`config.mk`:
```
export PLATFORM = sky130hd
export DESIGN_NAME = pio_core
export DESIGN_NICKNAME = d
export VERILOG_FILES = /design/src/rtl/pio_pkg.sv /design/src/rtl/pio_regfile.sv /design/src/rtl/pio_control.sv /design/src/rtl/pio_datapath.sv /design/src/rtl/pio_core.sv
export SDC_FILE = /design/constraint.sdc
export NUM_CORES = 1
export LEC_CHECK = 0
export ABC_CLOCK_PERIOD_IN_PS = 2200
export BUFFER_PORTS_ARGS = -buffer_cell sky130_fd_sc_hd__buf_2
export CORE_ASPECT_RATIO = 1.1
export CORE_MARGIN = 2
export CORE_UTILIZATION = 55
export CTS_CLUSTER_SIZE = 20
export DETAILED_ROUTE_END_ITERATION = 12
export GPL_ROUTABILITY_DRIVEN = 1
export GPL_TIMING_DRIVEN = 0
export PLACE_DENSITY = 0.74
export SLEW_MARGIN = 40
export SYNTH_ARGS = -nofsm -noshare
export SYNTH_HDL_FRONTEND = slang
export SYNTH_SLANG_ARGS = --single-unit
```
`constraint.sdc`:
```
create_clock -name clk -period 2.2 [get_ports clk]
set_clock_uncertainty 0.05 [all_clocks]
set_input_delay 0.44 -clock clk [delete_from_list [all_inputs] [get_ports clk]]
set_output_delay 0.44 -clock clk [all_outputs]
set_load 0.02 [all_outputs]
```
`src/rtl/pio_pkg.sv`:
```
`timescale 1ns/1ps
package pio_pkg;

  localparam int OPC_W = 4;

  typedef enum logic [OPC_W-1:0] {
    OP_NOP  = 4'h0,
    OP_LDI  = 4'h1,
    OP_ADDI = 4'h2,
    OP_ANDI = 4'h3,
    OP_ORI  = 4'h4,
    OP_XORI = 4'h5,
    OP_IORD = 4'h6,
    OP_IOWR = 4'h7,
    OP_JMP  = 4'h8,
    OP_BEZ  = 4'h9
  } opcode_e;

  typedef enum logic [1:0] {
    PH_FETCH  = 2'd0,
    PH_DECODE = 2'd1,
    PH_EXEC   = 2'd2,
    PH_RETIRE = 2'd3
  } phase_e;

  typedef struct packed {
    logic loadIr;
    logic loadOperand;
    logic loadIoSetup;
    logic execAlu;
    logic regWrite;
    logic selIoData;
    logic zeroWrite;
    logic pcJump;
    logic pcStep;
  } ctrl_t;

endpackage

```
`src/rtl/pio_regfile.sv`:
```
`timescale 1ns/1ps
module pio_regfile #(
  parameter int NREGS  = 8,
  parameter int DATA_W = 8,
  parameter int SEL_W  = 4
) (
  input  logic              clk,
  input  logic              rst,
  input  logic              wrEn,
  input  logic [SEL_W-1:0]  wrSel,
  input  logic [DATA_W-1:0] wrData,
  input  logic [SEL_W-1:0]  rdSel,
  output logic [DATA_W-1:0] rdData
);

  logic [NREGS-1:0][DATA_W-1:0] regs;

  for (genvar i = 0; i < NREGS; i++) begin : g_reg
    always_ff @(posedge clk) begin
      if (rst) begin
        regs[i] <= '0;
      end else if (wrEn && (wrSel == SEL_W'(i))) begin
        regs[i] <= wrData;
      end
    end
  end

  always_comb begin
    rdData = '0;
    for (int i = 0; i < NREGS; i++) begin
      if (rdSel == SEL_W'(i)) rdData = regs[i];
    end
  end

  AST_HIGH_SEL_NO_WRITE: assert property (@(posedge clk) disable iff (rst)
    (wrEn && (wrSel >= SEL_W'(NREGS))) |=> $stable(regs));

endmodule

```
`src/rtl/pio_control.sv`:
```
`timescale 1ns/1ps
module pio_control
  import pio_pkg::*;
(
  input  logic             clk,
  input  logic             rst,
  input  logic [OPC_W-1:0] opcode,
  input  logic             zeroFlag,
  output ctrl_t            ctrl,
  output logic             ioRd,
  output logic             ioWr
);

  phase_e phase;
  logic isAlu, isRead, isWrite, takeJump;
  logic rdSet, wrSet, strobeClr;

  always_comb begin
    isAlu   = (opcode == OP_LDI) || (opcode == OP_ADDI) || (opcode == OP_ANDI)
           || (opcode == OP_ORI) || (opcode == OP_XORI);
    isRead  = (opcode == OP_IORD);
    isWrite = (opcode == OP_IOWR);
    takeJump = (opcode == OP_JMP) || ((opcode == OP_BEZ) && zeroFlag);
  end

  always_ff @(posedge clk) begin
    if (rst) phase <= PH_FETCH;
    else     phase <= phase_e'(phase + 2'd1);
  end

  always_comb begin
    ctrl      = '0;
    rdSet     = 1'b0;
    wrSet     = 1'b0;
    strobeClr = 1'b0;
    unique case (phase)
      PH_FETCH:  ctrl.loadIr = 1'b1;
      PH_DECODE: begin
        ctrl.loadOperand = 1'b1;
        ctrl.loadIoSetup = isRead || isWrite;
        rdSet = isRead;
        wrSet = isWrite;
      end
      PH_EXEC:   ctrl.execAlu = isAlu;
      PH_RETIRE: begin
        ctrl.regWrite  = isAlu || isRead;
        ctrl.selIoData = isRead;
        ctrl.zeroWrite = isAlu || isRead;
        ctrl.pcJump    = takeJump;
        ctrl.pcStep    = !takeJump;
        strobeClr      = 1'b1;
      end
      default: ctrl = '0;
    endcase
  end

  always_ff @(posedge clk) begin
    if (rst) begin
      ioRd <= 1'b0;
      ioWr <= 1'b0;
    end else begin
      if (rdSet) ioRd <= 1'b1;
      else if (strobeClr) ioRd <= 1'b0;
      if (wrSet) ioWr <= 1'b1;
      else if (strobeClr) ioWr <= 1'b0;
    end
  end

  AST_STROBE_EXCL: assert property (@(posedge clk) disable iff (rst)
    !(ioRd && ioWr));
  AST_RD_TWO_CLK: assert property (@(posedge clk) disable iff (rst)
    $rose(ioRd) |=> ioRd);
  AST_RD_RELEASE: assert property (@(posedge clk) disable iff (rst)
    (ioRd && $past(ioRd)) |=> !ioRd);
  AST_WR_TWO_CLK: assert property (@(posedge clk) disable iff (rst)
    $rose(ioWr) |=> ioWr);
  AST_WR_RELEASE: assert property (@(posedge clk) disable iff (rst)
    (ioWr && $past(ioWr)) |=> !ioWr);
  AST_STROBE_IN_EXEC: assert property (@(posedge clk) disable iff (rst)
    ($rose(ioRd) || $rose(ioWr)) |-> (phase == PH_EXEC));

endmodule

```
`src/rtl/pio_datapath.sv`:
```
`timescale 1ns/1ps
module pio_datapath
  import pio_pkg::*;
#(
  parameter int NREGS  = 8,
  parameter int DATA_W = 8,
  parameter int SEL_W  = 4,
  localparam int INSTR_W = OPC_W + SEL_W + DATA_W,
  localparam int PC_W    = SEL_W + DATA_W
) (
  input  logic               clk,
  input  logic               rst,
  input  ctrl_t              ctrl,
  input  logic [INSTR_W-1:0] romData,
  output logic [PC_W-1:0]    romAddr,
  input  logic [DATA_W-1:0]  ioRdData,
  output logic [DATA_W-1:0]  ioAddr,
  output logic [DATA_W-1:0]  ioWrData,
  output logic [OPC_W-1:0]   opcode,
  output logic               zeroFlag
);

  logic [INSTR_W-1:0] irQ;
  logic [PC_W-1:0]    pcQ;
  logic [DATA_W-1:0]  operandQ, resultQ, ioAddrQ, ioWrDataQ;
  logic [DATA_W-1:0]  aluOut, rfRdData, wbData;
  logic               zeroQ;
  logic [SEL_W-1:0]   regSel;
  logic [DATA_W-1:0]  immVal;

  assign opcode = irQ[INSTR_W-1 -: OPC_W];
  assign regSel = irQ[DATA_W +: SEL_W];
  assign immVal = irQ[DATA_W-1:0];

  pio_regfile #(.NREGS(NREGS), .DATA_W(DATA_W), .SEL_W(SEL_W)) u_rf (
    .clk   (clk),
    .rst   (rst),
    .wrEn  (ctrl.regWrite),
    .wrSel (regSel),
    .wrData(wbData),
    .rdSel (regSel),
    .rdData(rfRdData)
  );

  always_comb begin
    unique case (opcode)
      OP_LDI:  aluOut = immVal;
      OP_ADDI: aluOut = operandQ + immVal;
      OP_ANDI: aluOut = operandQ & immVal;
      OP_ORI:  aluOut = operandQ | immVal;
      OP_XORI: aluOut = operandQ ^ immVal;
      default: aluOut = operandQ;
    endcase
  end

  assign wbData = ctrl.selIoData ? ioRdData : resultQ;

  always_ff @(posedge clk) begin
    if (rst) begin
      irQ       <= '0;
      pcQ       <= '0;
      operandQ  <= '0;
      resultQ   <= '0;
      ioAddrQ   <= '0;
      ioWrDataQ <= '0;
      zeroQ     <= 1'b0;
    end else begin
      if (ctrl.loadIr)      irQ <= romData;
      if (ctrl.loadOperand) operandQ <= rfRdData;
      if (ctrl.loadIoSetup) begin
        ioAddrQ   <= immVal;
        ioWrDataQ <= rfRdData;
      end
      if (ctrl.execAlu)     resultQ <= aluOut;
      if (ctrl.zeroWrite)   zeroQ <= (wbData == '0);
      if (ctrl.pcJump)      pcQ <= irQ[PC_W-1:0];
      else if (ctrl.pcStep) pcQ <= pcQ + 1'b1;
    end
  end

  assign romAddr  = pcQ;
  assign ioAddr   = ioAddrQ;
  assign ioWrData = ioWrDataQ;
  assign zeroFlag = zeroQ;

  AST_PC_ONLY_AT_RETIRE: assert property (@(posedge clk) disable iff (rst)
    !(ctrl.pcStep || ctrl.pcJump) |=> $stable(romAddr));
  AST_IR_HELD: assert property (@(posedge clk) disable iff (rst)
    !ctrl.loadIr |=> $stable(opcode));
  AST_ZERO_ONLY_ON_WB: assert property (@(posedge clk) disable iff (rst)
    !ctrl.zeroWrite |=> $stable(zeroFlag));

endmodule

```
`src/rtl/pio_core.sv`:
```
`timescale 1ns/1ps
module pio_core
  import pio_pkg::*;
#(
  parameter int NREGS  = 8,
  parameter int DATA_W = 8,
  parameter int SEL_W  = 4,
  localparam int INSTR_W = OPC_W + SEL_W + DATA_W,
  localparam int PC_W    = SEL_W + DATA_W
) (
  input  logic               clk,
  input  logic               rst,
  output logic [PC_W-1:0]    romAddr,
  input  logic [INSTR_W-1:0] romData,
  output logic [DATA_W-1:0]  ioAddr,
  output logic [DATA_W-1:0]  ioWrData,
  input  logic [DATA_W-1:0]  ioRdData,
  output logic               ioRd,
  output logic               ioWr
);

  ctrl_t            ctrl;
  logic [OPC_W-1:0] opcode;
  logic             zeroFlag;

  pio_control u_ctl (
    .clk     (clk),
    .rst     (rst),
    .opcode  (opcode),
    .zeroFlag(zeroFlag),
    .ctrl    (ctrl),
    .ioRd    (ioRd),
    .ioWr    (ioWr)
  );

  pio_datapath #(.NREGS(NREGS), .DATA_W(DATA_W), .SEL_W(SEL_W)) u_dp (
    .clk     (clk),
    .rst     (rst),
    .ctrl    (ctrl),
    .romData (romData),
    .romAddr (romAddr),
    .ioRdData(ioRdData),
    .ioAddr  (ioAddr),
    .ioWrData(ioWrData),
    .opcode  (opcode),
    .zeroFlag(zeroFlag)
  );

  AST_WR_BUS_STABLE: assert property (@(posedge clk) disable iff (rst)
    (ioWr && $past(ioWr)) |-> ($stable(ioAddr) && $stable(ioWrData)));
  AST_RD_ADDR_STABLE: assert property (@(posedge clk) disable iff (rst)
    (ioRd && $past(ioRd)) |-> $stable(ioAddr));
  AST_ROM_STEADY_DURING_IO: assert property (@(posedge clk) disable iff (rst)
    (ioRd || ioWr) |=> $stable(romAddr) || !(ioRd || ioWr));

endmodule

```
==> results of run 1 <==
through the flow:
step / hold slack [ps] / power [mW] / instances / TNS, ps / worst slack [ps]
5_1_grt: 197.5 / 6.630 / 1009 / -227.9 / -25.24
2_1_floorplan: 383.2 / 3.053 / 766 / 0 / 365.8
3_5_place_dp: 397.3 / 3.313 / 970 / -8233 / -180.0
6_report: 206.4 / 6.443 / 1009 / 0 / 26.76
4_1_cts: 199.6 / 6.391 / 1005 / -6451 / -180.9
3_3_place_gp: 391.3 / 3.284 / 970 / -15630 / -295.0
kinds of logic after synthesis:
kind of cell,count (synthesis),synth area share
adders and majority gates,22,0.04321
and+or+nand+nor,270,0.2050
xor gates and xnor gates,2,0.002677
muxes,45,0.06998
AOI/OAI and AO/OA,214,0.2235
buffers and inverters,84,0.06099
DFF,129,0.3946
path summary, 6_finish.rpt:
path                                                        end  slack (ps)  cells after the start
worst max-delay path            u_dp.u_rf.regs[25]$_SDFFE_PP0P_          30                      6
worst min-delay path                   u_dp.irQ[0]$_SDFFE_PP0N_         210                      3
worst max register to register  u_dp.u_rf.regs[25]$_SDFFE_PP0P_          30                      6
worst min register to register      u_dp.ioAddr[3]$_SDFFE_PP0P_         400                      2
flip-flops by register name, indices dropped and copies added, names as in the netlist:
signal / cells
u_dp.zeroFlag: 1
u_dp.irQ: 16
u_ctl.phase: 2
u_ctl.ioRd: 1
u_dp.resultQ: 8
u_dp.operandQ: 8
u_dp.u_rf.regs: 64
u_dp.ioAddr: 8
u_ctl.ioWr: 1
u_dp.ioWrData: 8
u_dp.romAddr: 12
layout make-up:
cell class | instances | area [µm²] | area share
Buffer | 56 | 310.3 | 0.03922
Clock inverter | 12 | 207.7 | 0.02625
Timing Repair Buffer | 63 | 362.8 | 0.04586
Multi-Input combinational cell | 553 | 3722 | 0.4705
Clock buffer | 19 | 432.9 | 0.05472
Inverter | 27 | 101.3 | 0.01281
Tap cell | 150 | 187.7 | 0.02372
Sequential cell | 129 | 2586 | 0.3269
critical path, delay by kind of cell (launching register included):
kind | cells | cell delay, ps
compound gates | 1 | 160
fa+ha+maj | 1 | 260
buf+inv | 2 | 540
flops | 1 | 340
mux | 1 | 530
simple gates | 1 | 160
power breakdown:
group,internal [mW],leakage (nW),switching [mW],total (mW)
Combinational,0.315,1.61,0.541,0.857
Sequential,2.40,1.05,0.0840,2.48
Clock,2.01,0.300,1.09,3.10
cell usage in the layout (no fill, tap or decap), types with 27 or more instances in the layout:
master,n
inv_1,27
nor2_1,132
o21ai_0,30
buf_2,63
dfxtp_1,126
nand2_1,53
clkbuf_1,29
mux2i_1,31
a21oi_1,29
a211oi_1,87
what timing repair did:
item | 4_1_cts | 5_1_grt
setup endpoints to repair | 86 | 92
buffers inserted | 4 | 5
resized for setup | 9 | 27
pin swaps | 1 | 2
hold buffers | 0 | 0
per-layer routing:
layer,global-route usage,part of all wire,vias up
li1,-,-,2941
met1,0.3824,0.41,2900
met2,0.5161,0.48,222
met3,0.05736,0.059,52
met4,0.1643,0.045,0
met5,0,0,-
==> impl_results.md, run 1 <==
* N_diodes at 0
* Endpoints failing hold at 0
* Period utilization at 0.9878
* Max-slew violations at 0
* Synth cell count leaders: nor2_1 (132), dfxtp_1 (129), a211oi_1 (88)
* Main flop type after synthesis: dfxtp_1
* Share of cells above drive strength 1 at 0.1886
* Power per cell area at around 810 nW/µm²
* Final WL at 19.60 mm
* Worst-path maximum fanout at 10
* Final GP Congestion at slightly above 0.9
* Final nets at between 800 and 900
* DP Area at 7032 µm²
* Vias in the first global route at 5853
* Outcome: finished clean
* Area grow syn2layout at 20.90%
* FFs w/ async S/R, synth at 0
* Area leader, netlist: dfxtp_1
* Largest net degree at the start of global routing at 17
* Die W at between 100 and 150 µm
* Mapped Area at approximately 6500 µm²
* CP endpoint kind: flop
* Min Tclk post-route at roughly 2200 ps
* DP HPWL at approximately 14 mm
* Post-synth top area share at 0.3946
* Detailed-route wire length per cell at between 15 and 20 µm
* Hold_sp: romData[0]
* Number of CTS-inserted buffers at 17
* Total core area at about 12000 µm²
* Residual DRC at 0
* Starting Density at 0.5669
* Crit path cell chain: ha_1, clkbuf_4, nand4_1, buf_4, mux2i_4, a211oi_1
* Die Area at about 13000 µm²
* Leakage Power at ~3 nW
* Syn nets at around 810
* Min-delay worst type: in -> reg
* WP data required at 2430 ps
* Worst slew margin at 0.5573
* Top cells by area, synth: dfxtp_1 (39%), a211oi_1 (10%), nor2_1 (7.6%)
* All-Layer GR Usage at 0.3123
* Post-synth EDFFs at 0
* Via density per instance at 6.060
* # rows at between 40 and 50
* Syn Area/Cell at 8.543 µm²
* Routed Antenna Nets at 0
* Max clock buf depth at 2
* Top-count cell post-synth: nor2_1
* Root Buffer: clkbuf_16
* Slew @ Worst Pin at 664.1 ps
* CTS tree: yes
* Seq/Total Area, Yosys at 0.3946
* Yosys reg bits at about 130
* Post-Route Utilization at 0.6854
* DRT iter0 DRCs at ~450
* Global route overflow at 0
* Worst R2R Start: u_ctl.phase[0]$_SDFF_PP0_
* H-tree level count at 4
* Worst path arrival time at around 2400 ps
* Clock sink count at 129
* CP max stage cell: mux2i_4
* Worst VDD drop at approximately 0.6 mV
* Clk slew on worst S/H paths at 60 ps
* Routed vias at slightly above 6k
* Die H at around 120 µm
* Num ports at between 50 and 60
* Initial antenna violation count at 0
* First-pass DRT Iterations at 5
* FILL cells at 930
* Final setup fails at 0
* Maximum Capacitance Violations at 0
* Worst skew pair latency at 430 ps
* Fmax at between 0.4 and 0.5 GHz
* Synth cell types at 60
* First-pass GRT wire length at between 30 and 40 mm
* Final non-filler cell area at 7911 µm²
* Startpoint Class: flop
* Syn Inst Count at 766
* CP startpoint: u_ctl.phase[0]$_SDFF_PP0_
* Crit-path max cell delay at 530 ps
* Port Buf Inserts at 54
* WS Path Type: reg -> reg
* Synth warn at 0
Power figures use the tool's default switching activity.
==> inputs of run 2 (changes only) <==
- CTS_BUF_LIST: unset -> sky130_fd_sc_hd__clkbuf_4 sky130_fd_sc_hd__clkbuf_8 sky130_fd_sc_hd__clkbuf_16
==> run 2 against run 1 <==
Against the previous run:
- cell count unchanged
- design area barely moved
- routed wire length decreased by 0.24%
- register-to-register slack is essentially flat
- critical endpoint unchanged
==> impl_results.md, run 2 (synthesized netlist as in run 1, its figures left out) <==
* Outcome: finished clean
* Fmax at approximately 0.46 GHz
* Worst R2R Start: u_ctl.phase[0]$_SDFF_PP0_
* Clock sink count at between 100 and 150
* Endpoints failing hold at 0
* Area grow syn2layout at 21.01%
* Met2 WL at roughly 9.5 mm
* Leakage Power at just under 3 nW
* CP max stage cell: mux2i_4
* Share of cells above drive strength 1 at 0.1909
* Num ports at 56
* Hold_sp: romData[6]
* Worst VDD drop at roughly 0.58 mV
* Detailed-route wire length per cell at roughly 19 µm
* Reg2Reg Setup Slack at approximately 16 ps
* Power per cell area at about 820 nW/µm²
* Starting Density at 0.5669
* Largest net degree at the start of global routing at 17
* # rows at between 40 and 50
* N_diodes at 0
* Die H at between 100 and 150 µm
* Global route overflow at 0
* Worst-path maximum fanout at 10
* Worst skew pair latency at between 400 and 500 ps
* Worst r2r dst: u_dp.u_rf.regs[25]$_SDFFE_PP0P_
* Min Tclk post-route at 2184 ps
* Min-delay worst type: in -> reg
* Max-slew violations at 0
* Met1 wire length at 8.100 mm
* Most frequent cells in the layout: nor2_1 (132), dfxtp_1 (126), a211oi_1 (87)
* WS Path Type: reg -> reg
* Top reg by flops: u_dp.u_rf.regs
* Metal3 WL at about 1.1 mm
* Routed vias at just over 6k
* Final WL at 19.56 mm
* CTS Hold Bufs at 0
* Slew @ Worst Pin at around 660 ps
* Final GP Congestion at slightly above 0.9
* Vias in the first global route at ~5.9k
* Register-to-Register Path Depth at 6
* Max reg flops at 64
* Final setup fails at 0
* CP Capture Point: u_dp.u_rf.regs[25]$_SDFFE_PP0P_
* First-pass DRT Iterations at 5
* Startpoint Class: flop
* Commonest non-fill, non-tap cell in the layout: nor2_1
* Register Area at 2586 µm²
* DRT iter0 DRCs at ~460
* Die Area at approximately 13000 µm²
* First-pass GRT wire length at slightly above 30 mm
* Via density per instance at roughly 6
* Root Buffer: clkbuf_16
* CTS tree: yes
* Number of CTS-inserted buffers at 17
* Routed Antenna Nets at 0
* Max clock buf depth at 2
* Clk slew on worst S/H paths at roughly 60 ps
* Top sig layer: met4
* Post-Route Setup TNS at 0 ps
* Crit path cell chain: ha_1, clkbuf_4, nand4_1, buf_4, mux2i_4, a211oi_1
* Initial antenna violation count at 0
* Total core area at 11540 µm²
* Power Total at about 6.5 mW
* CP startpoint: u_ctl.phase[0]$_SDFF_PP0_
* Die W at around 110 µm
* Worst slew margin at 0.5578
* FILL cells at approximately 930
* H-tree level count at 4
* Final non-filler cell area at just under 8000 µm²
* Residual DRC at 0
* Port Buf Inserts at 54
* Multi-input gate area at about 3700 µm²
* Crit-path max cell delay at around 530 ps
* WP data required at 2430 ps
* Period utilization at 0.9926
* All-Layer GR Usage at 0.3123
* Worst path arrival time at 2420 ps
* Maximum Capacitance Violations at 0
* DP Area at 7032 µm²
* DP HPWL at roughly 14 mm
* CP endpoint kind: flop
* Final nets at 895
## run 2: cell count changes in the layout (fill, tap and decap cells not counted)
| cell | change |
|---|---|
| clkbuf_1 | -2 |
| clkbuf_4 | +2 |
## run 2: layout make-up
cell class                 count  share of cell area
buffer                        56             0.03918
timing repair buffer          63             0.04582
clock buffer                  19             0.05562
sequential                   129              0.3266
clock inverter                12             0.02623
multi-input combinational    553              0.4701
inverter                      27             0.01280
tap                          150             0.02370
## run 2: worst min path at each step
| stage | end | cells after the start | slack, ps |
|---|---|---|---|
| detailed placement | u_dp.ioAddr[0]$_SDFFE_PP0P_ | 2 | 400 |
| finish | u_dp.irQ[6]$_SDFFE_PP0N_ | 3 | 210 |
| global placement | u_dp.ioAddr[3]$_SDFFE_PP0P_ | 2 | 390 |
| global route | u_dp.irQ[7]$_SDFFE_PP0N_ | 3 | 200 |
| CTS | u_dp.irQ[6]$_SDFFE_PP0N_ | 3 | 200 |
| floorplan | u_ctl.phase[0]$_SDFF_PP0_ | 1 | 380 |
## run 2: power by group
| group | internal (mW) | switching [mW] |
|---|---|---|
| clock network | 2.04 | 1.09 |
| registers | 2.40 | 0.0841 |
| logic | 0.315 | 0.541 |
| total | 4.75 | 1.71 |
## run 2: routing by layer
layer  GRT usage  vias to the layer above
met4      0.1643                        0
met3     0.05736                       50
met5           0                        -
li1            -                     2941
met2      0.5161                      224
met1      0.3824                     2914
## run 2: timing repair
action | 4_1_cts | 5_1_grt
buffers inserted | 4 | 5
pin swaps | 1 | 2
gates resized for setup | 9 | 27
endpoints found under the setup margin | 86 | 92
## run 2: metrics by stage
stage                       util  std cells  hold WS [ps]  setup slack [ps]
after detailed placement  0.6092        970         397.3            -180.0
after floorplan                -        766         383.2             365.8
after global placement    0.6066        970         391.3            -295.0
after CTS                 0.6728       1005         199.3            -180.9
final                     0.6861       1009         206.8             16.30
after global routing      0.6861       1009         197.4            -25.24
## run 2: worst max-delay path, delay by kind of cell (launching register included)
family                   cells  cell delay, ps
AO/OA/AOI/OAI                1             160
flip-flops                   1             340
multiplexers                 1             530
AND/OR/NAND/NOR              1             170
adder cells (fa/ha/maj)      1             260
buffers and inverters        2             540
==> inputs of run 3 (changes only) <==
- ABC_AREA: unset -> 1
- PLACE_DENSITY: 0.74 -> 0.81
==> run 3 against run 2 <==
Against the previous run:
- worst hold slack better by 48 ps
- sequential power hardly changed
- critical path depth is 3 higher
- cell count is 18% higher
- combinational power is 10% lower
- synthesized cell count is 25% higher
- design area is 3.5% lower
- total power is 4.8% lower
- global-route usage is 0.26 points higher
- critical endpoint is now u_dp.u_rf.regs[55]$_SDFFE_PP0P_
==> impl_results.md, run 3 <==
* Top cells by area, synth: dfxtp_1 (39%), nand2_1 (12%), a21oi_1 (10%)
* Synth warn at 0
* Worst slew margin at 0.4406
* Simple-Gate Fraction of Synth Area at 0.2790
* Final GP Congestion at between 0.9 and 1
* Largest net degree at the start of global routing at 17
* Area grow syn2layout at 16.50%
* Die H at 118.6 µm
* Period utilization at 0.9343
* Routed Antenna Nets at 0
* Crit-path max cell delay at about 330 ps
* Leakage Power at ~3.3 nW
* Num ports at 56
* Dpl cells at approximately 1.2k
* CTS tree: yes
* Post-synthesis adder-cell area fraction at 0.04310
* Max clock buf depth at 2
* Multi-input gate area at 3308 µm²
* Total core area at about 12000 µm²
* Detailed-route wire length per cell at about 17 µm
* Residual DRC at 0
* Syn Area/Cell at 6.870 µm²
* Die Area at roughly 13000 µm²
* Worst path arrival time at 2320 ps
* Max-slew violations at 0
* Maximum Capacitance Violations at 0
* FFs w/ async S/R, synth at 0
* WS Path Type: reg -> reg
* First-pass DRT Iterations at 8
* Main flop type after synthesis: dfxtp_1
* Synth cell count leaders: nand2_1 (203), a21oi_1 (131), dfxtp_1 (129)
* Power per cell area at 804.8 nW/µm²
* Power Total at slightly above 6 mW
* Max reg flops at 64
* Clock sink count at approximately 130
* Final WL at just under 20 mm
* Multiplexer share of the synthesized area at 0
* CP bufs+invs at 3
* Commonest non-fill, non-tap cell in the layout: nand2_1
* DRT iter0 DRCs at 666
* Startpoint Class: flop
* Syn nets at 1003
* Setup bufs post-CTS at 0
* Synth cell types at 35
* Worst VDD drop at about 0.45 mV
* Die W at approximately 110 µm
* Top reg by flops: u_dp.u_rf.regs
* Non-filler cells, final at around 1.2k
* CTS Hold Bufs at 0
* Crit path cell chain: inv_1, nand2_1, nor2_4, nand2_2, buf_2, o21ai_1, inv_2, o21ai_0, a21oi_1
* Outcome: finished clean
* # rows at 41
* Clk slew on worst S/H paths at 60 ps
* Top delay family on crit path: buffers and inverters
* Endpoints failing hold at 0
* Slew @ Worst Pin at approximately 840 ps
* Vias in the first global route at roughly 6.3k
* Setup WS pre-CTS at -119.2 ps
* Port Buf Inserts at 55
* Post-synth top area share at 0.3936
* Via density per instance at around 5.7
* All-Layer GR Usage at 0.3150
* Global route overflow at 0
* Setup ws final at around 140 ps
* RSZ-0062 raised after global routing: no
* Synth Area in XOR/XNOR at 0
* H-tree level count at 4
* Largest family of logic cells by synthesized area: simple AND/OR/NAND/NOR gates
* Min-delay worst type: in -> reg
* Final setup fails at 0
* Mapped Area at approximately 6600 µm²
* Starting Density at 0.5685
* Routed vias at roughly 7k
* Top-count cell post-synth: nand2_1
* Area leader, netlist: dfxtp_1
* Yosys reg bits at about 130
* Initial antenna violation count at 0
* DP HPWL at roughly 14 mm
* Seq/Total Area, Yosys at 0.3936
* Syn Inst Count at between 900 and 1k
* Final nets at 1077
* Min Tclk post-route at slightly above 2000 ps
* Register Area at ~2600 µm²
* WP data required at between 2000 and 2500 ps
* CP endpoint kind: flop
* Worst skew pair latency at roughly 430 ps
* Post-synth EDFFs at 0
* Number of CTS-inserted buffers at 17
* Compound-Gate Fraction of Synth Area at 0.1800
* N_diodes at 0
* Root Buffer: clkbuf_16
* First-pass GRT wire length at 31.17 mm
* Worst-path maximum fanout at 10
* Share of cells above drive strength 1 at 0.1364
* CP max stage cell: dfxtp_1
* Fmax at between 0.4 and 0.5 GHz
* FILL cells at ~1.1k
* Most frequent cells in the layout: nand2_1 (203), a21oi_1 (131), dfxtp_1 (129)
run 3: changes by cell type after synthesis, sizes merged, moves of 8 or more:
cell | before | now
nand2b | 8 | 0
clkbuf | 33 | 20
nand3 | 9 | 111
o21ai | 32 | 75
a211oi | 88 | 0
o22ai | 15 | 2
nor2 | 132 | 64
mux2i | 39 | 0
nor2b | 10 | 0
a22oi | 8 | 0
inv | 27 | 120
nand2 | 53 | 206
a21oi | 30 | 131
run 3: final timing paths:
check                                   from                              end  slack [ps]  depth (start not counted)
max                u_dp.irQ[12]$_SDFFE_PP0N_  u_dp.u_rf.regs[55]$_SDFFE_PP0P_         140                          9
min                              romData[11]        u_dp.irQ[11]$_SDFFE_PP0N_         250                          3
max reg2reg        u_dp.irQ[12]$_SDFFE_PP0N_  u_dp.u_rf.regs[55]$_SDFFE_PP0P_         140                          9
min reg2reg  u_dp.u_rf.regs[18]$_SDFFE_PP0P_  u_dp.u_rf.regs[18]$_SDFFE_PP0P_         410                          2
run 3: per-layer routing:
metal  wire (µm)  share of wire  global-route usage
met2        9257           0.47              0.5094
met1        8144           0.41              0.3872
met5           0              0                   0
met3        1560          0.079             0.07226
met4         909          0.046              0.1635
run 3: what timing repair did:
item                                   CTS  global route
pin swaps                                0             1
endpoints found under the hold margin    0             0
setup endpoints to repair               16            17
gates resized for setup                  2             6
run 3: area by class of cell:
class / instances / share of cell area
flip-flops and latches: 129 / 0.3379
repair buffers: 55 / 0.03601
well taps: 150 / 0.02455
clock inverters: 6 / 0.01375
inverters: 122 / 0.06024
clock buffers: 25 / 0.06515
plain buffers: 43 / 0.02963
multi-input cells: 661 / 0.4328
run 3: through the flow:
stage | hold WS, ps | cell area [µm²] | utilization | TNS, ps
finish | 254.7 | 7644 | 0.6622 | 0
global route | 283.0 | 7644 | 0.6622 | 0
CTS | 252.8 | 7635 | 0.6615 | 0
detailed placement | 396.8 | 7024 | 0.6086 | -1208
global placement | 394.0 | 7024 | 0.6086 | -823.7
floorplan | 379.7 | 6561 | - | 0
run 3: cell families after synthesis:
| family | after synthesis |
|---|---|
| buf+inv | 165 |
| simple gates | 415 |
| fa+ha+maj | 22 |
| compound gates | 224 |
| flops | 129 |
run 3: worst min-delay path, stage by stage:
cell	delay, ps
buf_2	70
o21ai_0	70
a21oi_1	100
run 3: where the power goes:
part	leakage, nW	internal, mW	switching, mW
Combinational	1.97	0.213	0.557
Clock	0.306	1.90	1.01
Sequential	1.05	2.41	0.0628
Total	3.32	4.52	1.63
